**config.mk**
```make
export PLATFORM = sky130hd
export DESIGN_NAME = perf_cnt_bank
export DESIGN_NICKNAME = d
export VERILOG_FILES = /design/src/rtl/perf_cnt_pkg.sv /design/src/rtl/perf_evt_sel.sv /design/src/rtl/perf_cnt_slice.sv /design/src/rtl/perf_reg_port.sv /design/src/rtl/perf_cnt_bank.sv
export SDC_FILE = /design/constraint.sdc
export NUM_CORES = 1
export LEC_CHECK = 0
export CORE_AREA = 2 2 211 265
export CTS_BUF_LIST = sky130_fd_sc_hd__clkbuf_8 sky130_fd_sc_hd__clkbuf_16
export CTS_CLUSTER_SIZE = 24
export DETAILED_ROUTE_END_ITERATION = 12
export DIE_AREA = 0 0 213 267
export DONT_BUFFER_PORTS = 1
export GPL_ROUTABILITY_DRIVEN = 0
export PLACE_DENSITY_LB_ADDON = 0.12
export SLEW_MARGIN = 15
export SYNTH_ARGS = -nofsm -noshare
export SYNTH_HDL_FRONTEND = slang
export SYNTH_SLANG_ARGS = --single-unit
export TNS_END_PERCENT = 1
```
**constraint.sdc**
```tcl
create_clock -name clk_i -period 3.6 [get_ports clk_i]
set_input_delay 0.18 -clock clk_i [delete_from_list [all_inputs] [get_ports clk_i]]
set_output_delay 0.18 -clock clk_i [all_outputs]
set_load 0.005 [all_outputs]
```
**src/rtl/perf_cnt_pkg.sv**
```systemverilog
package perf_cnt_pkg;
  typedef enum logic {
    REG_CFG = 1'b0,
    REG_CNT = 1'b1
  } reg_kind_e;

  localparam int unsigned CFG_COR_BIT = 8;
endpackage

```
**src/rtl/perf_evt_sel.sv**
```systemverilog
module perf_evt_sel #(
  parameter int unsigned NUM_EVT = 8,
  parameter int unsigned NUM_OCC = 4,
  parameter int unsigned OCC_W   = 3,
  parameter int unsigned SEL_W   = 5,
  localparam int unsigned TAB_N    = 2 ** SEL_W,
  localparam int unsigned NUM_CODE = 1 + NUM_EVT + NUM_OCC
) (
  input  logic [SEL_W-1:0]         code_i,
  input  logic [NUM_EVT-1:0]       evt_i,
  input  logic [NUM_OCC*OCC_W-1:0] occ_i,
  output logic [OCC_W-1:0]         inc_o
);
  logic [OCC_W-1:0] tab [TAB_N];

  for (genvar c = 0; c < TAB_N; c++) begin : g_code
    if (c == 0) begin : g_cyc
      assign tab[c] = OCC_W'(1);
    end else if (c <= NUM_EVT) begin : g_strobe
      assign tab[c] = OCC_W'(evt_i[c-1]);
    end else if (c < NUM_CODE) begin : g_occ
      assign tab[c] = occ_i[(c-1-NUM_EVT)*OCC_W +: OCC_W];
    end else begin : g_none
      assign tab[c] = '0;
    end
  end

  assign inc_o = tab[code_i];
endmodule

```
**src/rtl/perf_cnt_slice.sv**
```systemverilog
module perf_cnt_slice #(
  parameter int unsigned CNT_W = 64,
  parameter int unsigned SEL_W = 5,
  parameter int unsigned INC_W = 3
) (
  input  logic             clk_i,
  input  logic             rst_ni,
  input  logic [INC_W-1:0] inc_i,
  input  logic             cfg_we_i,
  input  logic [SEL_W-1:0] cfg_code_i,
  input  logic             cfg_cor_i,
  input  logic             cnt_we_i,
  input  logic [CNT_W-1:0] cnt_wdata_i,
  input  logic             cnt_rd_i,
  output logic [SEL_W-1:0] code_o,
  output logic             cor_o,
  output logic [CNT_W-1:0] cnt_o
);
  logic [CNT_W-1:0] inc_ext, base;
  logic             clr;

  assign inc_ext = {{(CNT_W-INC_W){1'b0}}, inc_i};
  assign clr     = cnt_rd_i & cor_o;
  assign base    = clr ? '0 : cnt_o;

  always_ff @(posedge clk_i or negedge rst_ni) begin
    if (!rst_ni) begin
      code_o <= '0;
      cor_o  <= 1'b0;
    end else if (cfg_we_i) begin
      code_o <= cfg_code_i;
      cor_o  <= cfg_cor_i;
    end
  end

  always_ff @(posedge clk_i or negedge rst_ni) begin
    if (!rst_ni)       cnt_o <= '0;
    else if (cnt_we_i) cnt_o <= cnt_wdata_i;
    else               cnt_o <= base + inc_ext;
  end


  load_val_chk: assert property (@(posedge clk_i) disable iff (!rst_ni)
    cnt_we_i |=> cnt_o == $past(cnt_wdata_i));


  cor_restart_chk: assert property (@(posedge clk_i) disable iff (!rst_ni)
    (cnt_rd_i && cor_o && !cnt_we_i) |=> cnt_o == {{(CNT_W-INC_W){1'b0}}, $past(inc_i)});


  cfg_keep_chk: assert property (@(posedge clk_i) disable iff (!rst_ni)
    (cfg_we_i && !cnt_we_i && !cnt_rd_i && inc_i == '0) |=> $stable(cnt_o));


  wrap_chk: assert property (@(posedge clk_i) disable iff (!rst_ni)
    ((&cnt_o) && inc_i == INC_W'(1) && !cnt_we_i && !cnt_rd_i) |=> cnt_o == '0);
endmodule

```
**src/rtl/perf_reg_port.sv**
```systemverilog
module perf_reg_port
  import perf_cnt_pkg::*;
#(
  parameter int unsigned NUM_CNT = 4,
  parameter int unsigned CNT_W   = 64,
  parameter int unsigned SEL_W   = 5,
  localparam int unsigned IDX_W  = $clog2(NUM_CNT),
  localparam int unsigned ADDR_W = IDX_W + 1
) (
  input  logic                            clk_i,
  input  logic                            rst_ni,
  input  logic                            req_i,
  input  logic                            we_i,
  input  logic [ADDR_W-1:0]               addr_i,
  input  logic [CNT_W-1:0]                wdata_i,
  input  logic [NUM_CNT-1:0][SEL_W-1:0]   code_i,
  input  logic [NUM_CNT-1:0]              cor_i,
  input  logic [NUM_CNT-1:0][CNT_W-1:0]   cnt_i,
  output logic [NUM_CNT-1:0]              cfg_we_o,
  output logic [NUM_CNT-1:0]              cnt_we_o,
  output logic [NUM_CNT-1:0]              cnt_rd_o,
  output logic [SEL_W-1:0]                cfg_code_o,
  output logic                            cfg_cor_o,
  output logic [CNT_W-1:0]                rdata_o,
  output logic                            rvalid_o
);
  reg_kind_e        kind;
  logic [IDX_W-1:0] idx;
  logic [CNT_W-1:0] cfg_word, rd_mux;

  assign kind       = reg_kind_e'(addr_i[0]);
  assign idx        = addr_i[ADDR_W-1:1];
  assign cfg_code_o = wdata_i[SEL_W-1:0];
  assign cfg_cor_o  = wdata_i[CFG_COR_BIT];

  for (genvar i = 0; i < NUM_CNT; i++) begin : g_dec
    logic hit;
    assign hit         = req_i && (idx == IDX_W'(i));
    assign cfg_we_o[i] = hit && we_i && (kind == REG_CFG);
    assign cnt_we_o[i] = hit && we_i && (kind == REG_CNT);
    assign cnt_rd_o[i] = hit && !we_i && (kind == REG_CNT);
  end

  always_comb begin
    cfg_word              = '0;
    cfg_word[SEL_W-1:0]   = code_i[idx];
    cfg_word[CFG_COR_BIT] = cor_i[idx];
    rd_mux = (kind == REG_CNT) ? cnt_i[idx] : cfg_word;
  end

  always_ff @(posedge clk_i or negedge rst_ni) begin
    if (!rst_ni) begin
      rdata_o  <= '0;
      rvalid_o <= 1'b0;
    end else begin
      rvalid_o <= req_i && !we_i;
      if (req_i && !we_i) rdata_o <= rd_mux;
    end
  end


  rd_valid_chk: assert property (@(posedge clk_i) disable iff (!rst_ni)
    (req_i && !we_i) |=> rvalid_o);


  wr_quiet_chk: assert property (@(posedge clk_i) disable iff (!rst_ni)
    !(req_i && !we_i) |=> !rvalid_o);


  one_target_chk: assert property (@(posedge clk_i) disable iff (!rst_ni)
    $onehot0(cfg_we_o | cnt_we_o | cnt_rd_o));
endmodule

```
**src/rtl/perf_cnt_bank.sv**
```systemverilog
module perf_cnt_bank #(
  parameter int unsigned NUM_CNT = 4,
  parameter int unsigned CNT_W   = 64,
  parameter int unsigned NUM_EVT = 8,
  parameter int unsigned NUM_OCC = 4,
  parameter int unsigned OCC_W   = 3,
  parameter int unsigned SEL_W   = 5,
  localparam int unsigned ADDR_W = $clog2(NUM_CNT) + 1
) (
  input  logic                     clk_i,
  input  logic                     rst_ni,
  input  logic [NUM_EVT-1:0]       evt_i,
  input  logic [NUM_OCC*OCC_W-1:0] occ_i,
  input  logic                     req_i,
  input  logic                     we_i,
  input  logic [ADDR_W-1:0]        addr_i,
  input  logic [CNT_W-1:0]         wdata_i,
  output logic [CNT_W-1:0]         rdata_o,
  output logic                     rvalid_o
);
  logic [NUM_CNT-1:0][SEL_W-1:0] code;
  logic [NUM_CNT-1:0]            cor;
  logic [NUM_CNT-1:0][CNT_W-1:0] cnt;
  logic [NUM_CNT-1:0]            cfg_we, cnt_we, cnt_rd;
  logic [SEL_W-1:0]              cfg_code;
  logic                          cfg_cor;

  perf_reg_port #(
    .NUM_CNT(NUM_CNT), .CNT_W(CNT_W), .SEL_W(SEL_W)
  ) u_port (
    .clk_i, .rst_ni, .req_i, .we_i, .addr_i, .wdata_i,
    .code_i(code), .cor_i(cor), .cnt_i(cnt),
    .cfg_we_o(cfg_we), .cnt_we_o(cnt_we), .cnt_rd_o(cnt_rd),
    .cfg_code_o(cfg_code), .cfg_cor_o(cfg_cor),
    .rdata_o, .rvalid_o
  );

  for (genvar i = 0; i < NUM_CNT; i++) begin : g_cnt
    logic [OCC_W-1:0] inc;

    perf_evt_sel #(
      .NUM_EVT(NUM_EVT), .NUM_OCC(NUM_OCC), .OCC_W(OCC_W), .SEL_W(SEL_W)
    ) u_sel (
      .code_i(code[i]), .evt_i, .occ_i, .inc_o(inc)
    );

    perf_cnt_slice #(
      .CNT_W(CNT_W), .SEL_W(SEL_W), .INC_W(OCC_W)
    ) u_slice (
      .clk_i, .rst_ni, .inc_i(inc),
      .cfg_we_i(cfg_we[i]), .cfg_code_i(cfg_code), .cfg_cor_i(cfg_cor),
      .cnt_we_i(cnt_we[i]), .cnt_wdata_i(wdata_i), .cnt_rd_i(cnt_rd[i]),
      .code_o(code[i]), .cor_o(cor[i]), .cnt_o(cnt[i])
    );


    strobe_inc_chk: assert property (@(posedge clk_i) disable iff (!rst_ni)
      (code[i] >= SEL_W'(1) && code[i] <= SEL_W'(NUM_EVT)) |-> inc <= OCC_W'(1));


    unmapped_zero_chk: assert property (@(posedge clk_i) disable iff (!rst_ni)
      (code[i] > SEL_W'(NUM_EVT + NUM_OCC)) |-> inc == '0);


    cycle_one_chk: assert property (@(posedge clk_i) disable iff (!rst_ni)
      (code[i] == '0) |-> inc == OCC_W'(1));
  end
endmodule

```
# ---- Word level (Yosys, flattened, before mapping)
# Cells that the tools add are included.
dict set report word_totals {
  regBits 345
  input_bits 91
  output_inout_bits 65
  word_cells 89
}
dict set report op_classes {
  add_sub_neg 4
  n_lt_le_gt_ge 5
  eq_ne 3
  muxes 27
  bitwise_logic 9
  reduce_logical 27
}
# operator n
set ops {}
lappend ops {{2-to-1 mux 64 bit} 10}
lappend ops {{adder 64 x 3 -> 64 bit} 4}
lappend ops {{binary-select mux 64 bit (select 2 bit)} 1}
lappend ops {{binary-select mux 3 bit (select 5 bit)} 4}
lappend ops {{logical AND 1 bit} 25}
lappend ops {{>= comparator 6 bit, second input constant} 4}
lappend ops {{2-to-1 mux 3 bit} 8}
lappend ops {{inverter 5 -> 6 bit} 4}
lappend ops {{binary-select mux 5 bit (select 2 bit)} 1}
lappend ops {{2-to-1 mux 5 bit} 1}
lappend ops {{bitwise AND 1 bit} 4}
lappend ops {{== test 2 bit, second input constant} 2}
lappend ops {{less-than comparator 2 x 3 -> 1 bit, second input constant} 1}
lappend ops {{binary-select mux 1 bit (select 2 bit)} 1}
lappend ops {{== test 2 x 1 -> 1 bit, second input constant} 1}
lappend ops {{logical NOT 2 bit} 1}
lappend ops {{logical NOT 1 bit} 1}
lappend ops {{2-to-1 mux 1 bit} 1}
lappend ops {{inverter 1 bit} 1}

# ---- Longest topological paths before layout
# Gate-level depths: netlist of run 1.
dict set report depth {
  depth_word 8
  ltp_mapped 17
  ltp_nobuf 12
}

# ---- Cells and area by module
# From an unflattened synthesis of run 1, not the netlist that was laid out.
dict set report unflattened {
  hier_cells 2690
  hier_area_um2 24154.4
}
# mod instances cells_each area_each_um2 seq_area_each_um2
set by_module_without_submodules {}
lappend by_module_without_submodules {{perf_cnt_slice (g_cnt[1].u_slice ...)} 3 585 4827.1 1751.7}
lappend by_module_without_submodules {{perf_cnt_slice (g_cnt[0].u_slice)} 1 531 4584.4 1751.7}
lappend by_module_without_submodules {perf_reg_port 1 296 4227.8 1626.6}
lappend by_module_without_submodules {perf_evt_sel 4 27 215.2 0.0}

# ---- Worst setup path after synthesis of run 1
# Ideal clock, no wire load.
dict set report synth_path {
  path_kind {register -> register}
  from {reg g_cnt[3].u_slice.cor_o}
  to {reg g_cnt[3].u_slice.cnt_o[28]}
  setup_time_ps 95
  t_arrival_ps 3550
  setup_slack_ps -46
  stages_incl_launch_ff 15
  path_cell_list {dfrtp_1 and3b_1 clkbuf_1 nand2_1 clkbuf_1 clkbuf_1 and2_1 ha_1 fa_1 a21oi_1 nor4_2 nand3_1 or3_1 xor2_1 o31ai_1}
}
dict set report synth_between {
  elab_chain_len 4
}
# element line
set synth_rtl {}
lappend synth_rtl {{from (decl)} perf_cnt_slice.sv:16} ;# output logic cor_o,
lappend synth_rtl {{from (signal assigned)} perf_cnt_slice.sv:32} ;# cor_o <= cfg_cor_i;
lappend synth_rtl {{bitwise AND 1 bit} perf_cnt_slice.sv:23} ;# assign clr = cnt_rd_i & cor_o;
lappend synth_rtl {{2-to-1 mux 64 bit} perf_cnt_slice.sv:24} ;# assign base = clr ? '0 : cnt_o;
lappend synth_rtl {{adder 64 x 3 -> 64 bit} perf_cnt_slice.sv:39} ;# else cnt_o <= base + inc_ext;
lappend synth_rtl {{2-to-1 mux 64 bit} perf_cnt_slice.sv:38} ;# else if (cnt_we_i) cnt_o <= cnt_wdata_i;
lappend synth_rtl {{to (signal assigned)} perf_cnt_slice.sv:38}
lappend synth_rtl {{to (signal assigned)} perf_cnt_slice.sv:39}
lappend synth_rtl {{to (decl)} perf_cnt_slice.sv:17} ;# output logic [CNT_W-1:0] cnt_o
# No other way between the ends.
# A chain may end at the register's enable or synchronous reset.

# ---- Worst setup path in the final report of run 1
dict set report layout_path {
  from {reg g_cnt[0].u_slice.code_o[0]}
  to {reg g_cnt[0].u_slice.cnt_o[58]}
}
dict set report layout_between {
  elab_chain_len 6
}
# element line
set layout_rtl {}
lappend layout_rtl {{from (decl)} perf_cnt_slice.sv:15} ;# output logic [SEL_W-1:0] code_o,
lappend layout_rtl {{from (signal assigned)} perf_cnt_slice.sv:31} ;# code_o <= cfg_code_i;
lappend layout_rtl {{inverter 5 -> 6 bit (not written as such)} perf_evt_sel.sv:28} ;# assign inc_o = tab[code_i];
lappend layout_rtl {{binary-select mux 3 bit (select 5 bit)} perf_evt_sel.sv:28}
lappend layout_rtl {{2-to-1 mux 3 bit (not written as such) (2 in a row)} perf_evt_sel.sv:28}
lappend layout_rtl {{adder 64 x 3 -> 64 bit} perf_cnt_slice.sv:39}
lappend layout_rtl {{2-to-1 mux 64 bit} perf_cnt_slice.sv:38}
lappend layout_rtl {{to (signal assigned)} perf_cnt_slice.sv:38}
lappend layout_rtl {{to (signal assigned)} perf_cnt_slice.sv:39}
lappend layout_rtl {{to (decl)} perf_cnt_slice.sv:17}
# No other way between the ends. The select of a mux whose other input is x is not followed.

==> results of run 1 <==
-- final timing paths --
path | end | slack, ns | depth (start not counted)
max | g_cnt[0].u_slice.cnt_o[58] | 0.07 | 14
min reg2reg | u_port.rdata_o[42] | 0.53 | 1
max reg2reg | g_cnt[0].u_slice.cnt_o[58] | 0.07 | 14
max in group asynchronous | g_cnt[0].u_slice.cnt_o[1] | 3.86 | 0
min in group clk_i | u_port.rdata_o[14] | 0.01 | 2
min | u_port.rdata_o[32] | -0.69 | 0
-- cells in the mapped netlist (all sizes together), types with 58 or more instances --
library cell,n,area [um^2]
dfrtp,345,8630
a21oi,70,350
clkbuf,109,410
nand3,107,536
o21ai,170,851
nand4,106,676
mux4,78,1760
xor2,126,1100
nor2,142,533
a22o,58,508
nand2,467,1750
xnor2,116,1020
-- final cells by class --
type	count	area, um^2
Sequential cell	345	8640
Timing Repair Buffer	210	1860
Clock buffer	52	1180
Clock inverter	19	220
Multi-Input combinational cell	1861	12800
Antenna cell	7	17.5
Fill cell	5127	28700
Tap cell	735	920
Inverter	29	109
-- metal layers --
layer  vias to the layer above  wire, um
li1                       8795         -
met1                      9922     35500
met2                       969     42600
met3                       276      6720
met4                         4      5560
met5                         -        22
-- state kept, by name, summed over array words and instances, names as in the netlist --
register              cells
g_cnt.u_slice.cnt_o     256
u_port.rdata_o           64
g_cnt.u_slice.code_o     20
g_cnt.u_slice.cor_o       4
u_port.rvalid_o           1
-- report_power, final --
group	total [uW]	switching, uW	leakage, uW	internal, uW
Combinational	3410	1630	0.00505	1780
Sequential	6200	1370	0.00435	4830
Clock	4460	1810	0.000718	2650
Total	14100	4810	0.0101	9260
-- metrics by stage --
stage,std cells,hold WS [ns]
6_report,3258,-0.692
5_1_grt,3253,-0.714
4_1_cts,3241,-0.711
3_5_place_dp,3098,-0.0991
3_3_place_gp,3098,-0.0974
2_1_floorplan,2371,-0.116
-- what timing repair did --
item                       in CTS  in global routing
hold endpoints to repair      683                349
pin swaps                       3                 17
setup buffers                   0                  7
setup endpoints to repair      49                 92
hold buffers                   72                  3
resized for setup               8                 69
-- cell families after synthesis --
family,synth area share
adder cells (fa/ha/maj),0.0106
XOR/XNOR,0.0980
AO/OA/AOI/OAI,0.115
flip-flops,0.399
multiplexers,0.102
buffers and inverters,0.0297
AND/OR/NAND/NOR,0.245
==> impl_metrics.csv, run 1 <==
group,metric,value,unit
outcome,status,"complete, but fails checks",
outcome,violations,"negative hold slack",
critical_path,crit_family,"simple AND/OR/NAND/NOR gates",
final_layout,final_cell_mix,"nand2_1, dfrtp_1, o21ai_0",
clock_tree,root_buffer,"clkbuf_16",
critical_path,crit_path_max_incr_delay,0.48,ns
placed_design,dpl_cell_area,23100,um^2
global_route,antenna_found_initial,4,
timing,finalClockSkew,0.0198,ns
critical_path,start_kind,"flop",
critical_path,r2r_start,"g_cnt[0].u_slice.code_o[0]",
final_layout,stdcell_area,25700,um^2
floorplanning,die_w,213,um
detailed_routing,wl_per_cell,27.8,um
clock_tree,clkSinkCount,345,
detailed_routing,wl,90400,um
timing,setup_viol,0,
clock_tree,clk_latency,0.58,ns
timing,fmax,284,MHz
placed_design,place_hpwl,64500,um
critical_path,critical_path.startpoint,"g_cnt[0].u_slice.code_o[0]",
floorplanning,rows,96,
clock_tree,clkTransAtPathRegs,0.07,ns
timing,min_period,3.53,ns
logic_synthesis,synth_area,21600,um^2
logic_synthesis,async_flop_share,1.00,
timing,slew_viol_final,0,
timing,finalCritPeriodShare,0.979,
min_path,hold_class,"in2async",
detailed_routing,drc_errors,0,
global_route,grt_max_degree,346,
pwr,fin_total_pwr,14100,uW
floorplanning,die_area,56900,um^2
critical_path,cp.required,4.06,ns
global_route,use_met2,0.512,
critical_path,crit_chain,"buf_4 -> mux4_2 -> nand2b_1 -> a311oi_2 -> ha_2 -> fa_1 -> a21oi_4 -> nor4_4 -> nand4_1 -> buf_4 -> nor4_1 -> buf_4 -> xnor2_1 -> o21ai_0",
final_layout,utilization,0.472,
critical_path,critPathMaxFanout,8,
floorplanning,die_h,267,um
logic_synthesis,syn_nets,2478,
pwr,powerDensity,547,nW/um^2
global_route,grtUsageTotal,0.318,
pwr,p_leak,0.0101,uW
floorplanning,coreArea,54400,um^2
clock_tree,clock_path_buffers,3,
global_route,use_met3,0.0594,
final_layout,layout_commonest_cell,"nand2_1",
timing,hold_viol_final,345,
detailed_routing,drtIter0Drc,1922,
final_layout,layout.nets,2595,
placed_design,dp_slack,-0.350,ns
logic_synthesis,synthDistinctLibCells,67,
final_layout,syn2layout_area_growth,18.9,%
placed_design,port_buffers,0,
global_route,grt_pass1_wl,132000,um
pwr,vdd_drop_max,0.332,mV
floorplanning,start_util,0.397,
final_layout,drive_gt1_frac,0.158,
detailed_routing,firstDrtPassIters,5,
detailed_routing,final_antenna_net_count,0,
floorplanning,ioPinCount,156,
logic_synthesis,synth_edf_count,0,
clock_tree,h-tree-depth,2,
clock_tree,cts_tree,"done",
timing,tightestPinTransition,0.867,ns
clock_tree,cts_made_buffers,41,
critical_path,cp_num_buf_inv,3,
timing,maxSlewHeadroom,0.422,
timing,tns,0,ns
critical_path,end_kind,"flop",
critical_path,cp_common_cell,"buf_4",
critical_path,cpMaxStageDelayCell,"nor4_4",
global_route,met1_usage,0.404,
critical_path,worstPathArrival,3.98,ns
logic_synthesis,synth_seq_cells,345,
global_route,grt_pass1_vias,19571,
logic_synthesis,ys_seq_area_frac,0.399,
logic_synthesis,synthFlopType,"dfrtp_1",
critical_path,critPathKind,"reg2reg",
logic_synthesis,yosys_warnings,0,
global_route,gr-total-overflow,0,
logic_synthesis,synth_area_per_cell,9.12,um^2
global_route,grt-busiest-layer,"met2",
timing,grt_setup_unrepaired,"yes",
job,drv_cap,0,
detailed_routing,vias,19966,
timing,finalWorstSetupSlack,0.0747,ns
logic_synthesis,syn_inst,2371,
detailed_routing,viasPerCell,6.13,
timing,hold_slack,-0.692,ns
(Power assumes the default switching activity.)
==> run 2: changes to the inputs <==
- CTS_CLUSTER_DIAMETER: not set -> 100
- RECOVER_POWER: not set -> 100
- clock period: 3.6 -> 3.2 ns (I/O delays scaled with it)
==> run 2 against run 1 <==
  * The flow finishes with violations (negative hold slack, max-capacitance violations, max-slew violations, negative setup slack)
  * Hold slack worse by 0.013 ns
  * Maximum frequency is 5.0% higher
  * Clock skew is 0.012 ns higher
  * First-iteration DRC count is 0.57% higher
  * Via count hardly changed
  * Highest routed layer unchanged
==> impl_metrics.csv, run 2 (synthesis results as in run 1) <==
group,metric,value,unit
outcome,status,"complete, but fails checks",
outcome,violations,"negative hold slack, max-capacitance violations, max-slew violations, negative setup slack",
final_layout,syn2layout_area_growth,20.6,%
detailed_routing,drc_errors,0,
placed_design,placedCellCount,3145,
pwr,clockPowerShare,0.196,
final_layout,utilization,0.479,
global_route,antenna_found_initial,3,
clock_tree,root_buffer,"clkbuf_16",
final_layout,layout.nets,2626,
final_layout,layout_commonest_cell,"nand2_1",
detailed_routing,firstDrtPassIters,6,
critical_path,cp.required,3.66,ns
final_layout,fillers,5166,
timing,setup_viol,92,
floorplanning,die_w,213,um
final_layout,top_register,"g_cnt.u_slice.cnt_o",
job,drv_cap,3,
pwr,comb_power_share,0.302,
floorplanning,start_util,0.397,
detailed_routing,drtIter0Drc,1933,
final_layout,drive_gt1_frac,0.197,
pwr,internal-power,8700,uW
timing,grt_setup_unrepaired,"yes",
detailed_routing,wl_per_cell,27.9,um
global_route,grt_pass1_vias,20002,
clock_tree,h-tree-depth,1,
pwr,switching_power,5140,uW
critical_path,critPathMaxFanout,6,
pwr,swShare,0.372,
timing,hold_viol_final,345,
final_layout,multi_input_area,13500,um^2
timing,finalCritPeriodShare,1.05,
timing,slew_viol_final,95,
critical_path,ff2ff_path_depth,16,
detailed_routing,wl,90800,um
timing,fmax,298,MHz
detailed_routing,viasPerCell,6.12,
pwr,p_seq_frac,0.502,
timing,finalClockSkew,0.0318,ns
min_path,hold_class,"in2async",
floorplanning,coreArea,54400,um^2
clock_tree,cts_tree,"done",
timing,finalWorstSetupSlack,-0.158,ns
timing,maxSlewHeadroom,-0.255,
detailed_routing,vias,19948,
clock_tree,clkSinkCount,345,
placed_design,dp_slack,-0.611,ns
final_layout,largest_reg_flops,256,
critical_path,end_kind,"flop",
placed_design,port_buffers,0,
floorplanning,die_h,267,um
timing,tns,-4.82,ns
final_layout,regArea,8640,um^2
final_layout,top_regs,"g_cnt.u_slice.cnt_o: 256 flops, u_port.rdata_o: 64 flops, g_cnt.u_slice.code_o: 20 flops",
timing,hold_slack,-0.705,ns
placed_design,place_hpwl,65700,um
pwr,vdd_drop_max,0.398,mV
floorplanning,die_area,56900,um^2
final_layout,finalNonFillerCells,3257,
critical_path,r2r_start,"g_cnt[0].u_slice.code_o[0]",
floorplanning,rows,96,
critical_path,critPathKind,"reg2reg",
clock_tree,clk_latency,0.57,ns
global_route,grtUsageTotal,0.319,
clock_tree,cts_made_buffers,18,
pwr,p_leak,0.0104,uW
critical_path,start_kind,"flop",
timing,min_period,3.36,ns
critical_path,critical_path.startpoint,"g_cnt[0].u_slice.code_o[0]",
floorplanning,ioPinCount,156,
global_route,grt_pass1_wl,133000,um
detailed_routing,final_antenna_net_count,0,
clock_tree,clkTransAtPathRegs,0.11,ns
global_route,gr-total-overflow,0,
critical_path,worstPathArrival,3.82,ns
pwr,powerDensity,531,nW/um^2
timing,tightestPinTransition,1.88,ns
clock_tree,clock_path_buffers,3,
final_layout,final_cell_mix,"nand2_1, dfrtp_1, buf_4",
global_route,grt_max_degree,346,
==> run 2: cell types whose count changed in the layout (fill, tap and decap cells not counted), moves of 20 or more <==
cell and delta:
nor3_1 -20, nor4_4 +22, o21ai_1 +34, o21ai_0 -34, buf_4 +26, clkbuf_16 -22
==> run 2: power by group through the flow <==
stage          Sequential, uW  Combinational, uW  Clock, uW
6_report                 6950               4170       2710
5_1_grt                  7080               4540       2910
4_1_cts                  6890               4070       2780
3_5_place_dp             6960               3560          0
3_3_place_gp             6930               3470          0
2_1_floorplan            6300               2790          0
==> run 2: stage by stage <==
step / hold WS, ns / power [uW] / instance area, um^2
2_1_floorplan: -0.136 / 9090 / 21600
3_3_place_gp: -0.118 / 10400 / 23500
3_5_place_dp: -0.118 / 10500 / 23500
4_1_cts: -0.723 / 13700 / 25700
5_1_grt: -0.731 / 14500 / 26100
6_report: -0.705 / 13800 / 26100
==> run 2: layout make-up <==
class                   count  area share
repair buffers            264      0.0905
flip-flops and latches    345       0.331
inverters                  29     0.00417
clock buffers              20      0.0188
diodes                      2    0.000192
clock inverters             1    0.000624
multi-input cells        1861       0.519
well taps                 735      0.0353
==> run 2: path summary, 6_finish.rpt <==
check / to / slack (ns)
setup / recovery: g_cnt[0].u_slice.cnt_o[58] / -0.16
hold / removal: u_port.rdata_o[29] / -0.70
setup reg to reg: g_cnt[0].u_slice.cnt_o[58] / -0.16
hold reg to reg: u_port.rdata_o[40] / 0.54
max in group asynchronous: g_cnt[2].u_slice.code_o[0] / 3.05
min in group clk_i: u_port.rdata_o[10] / 0.01
==> run 2: layer usage <==
layer	track usage	share of wire	vias up
li1	-	-	8830
met1	0.401	0.38	9948
met2	0.525	0.48	911
met3	0.0441	0.073	257
met4	0.180	0.063	2
met5	0	0.00019	-
==> run 2: repair_timing <==
action / CTS / global route
endpoints found under the setup margin: 211 / 192
buffers inserted: 13 / 5
cloned: 0 / 0
gates resized for setup: 185 / 84
hold buffers: 71 / 1
hold endpoints to repair: 687 / 347
pin swaps: 55 / 57
==> run 2: worst max-delay path, stage by stage, from the launching register on <==
cell and delay, ns:
dfrtp_2 0.43, buf_6 0.12, mux4_2 0.49, a211oi_2 0.23, a311oi_2 0.06, ha_2 0.22, fa_2 0.38, a21oi_4 0.27
nor4_4 0.05, buf_4 0.18, nand4_1 0.13, buf_6 0.16, buf_4 0.15, buf_4 0.12, nor4_4 0.03, xnor2_1 0.14
o21ai_0 0.08
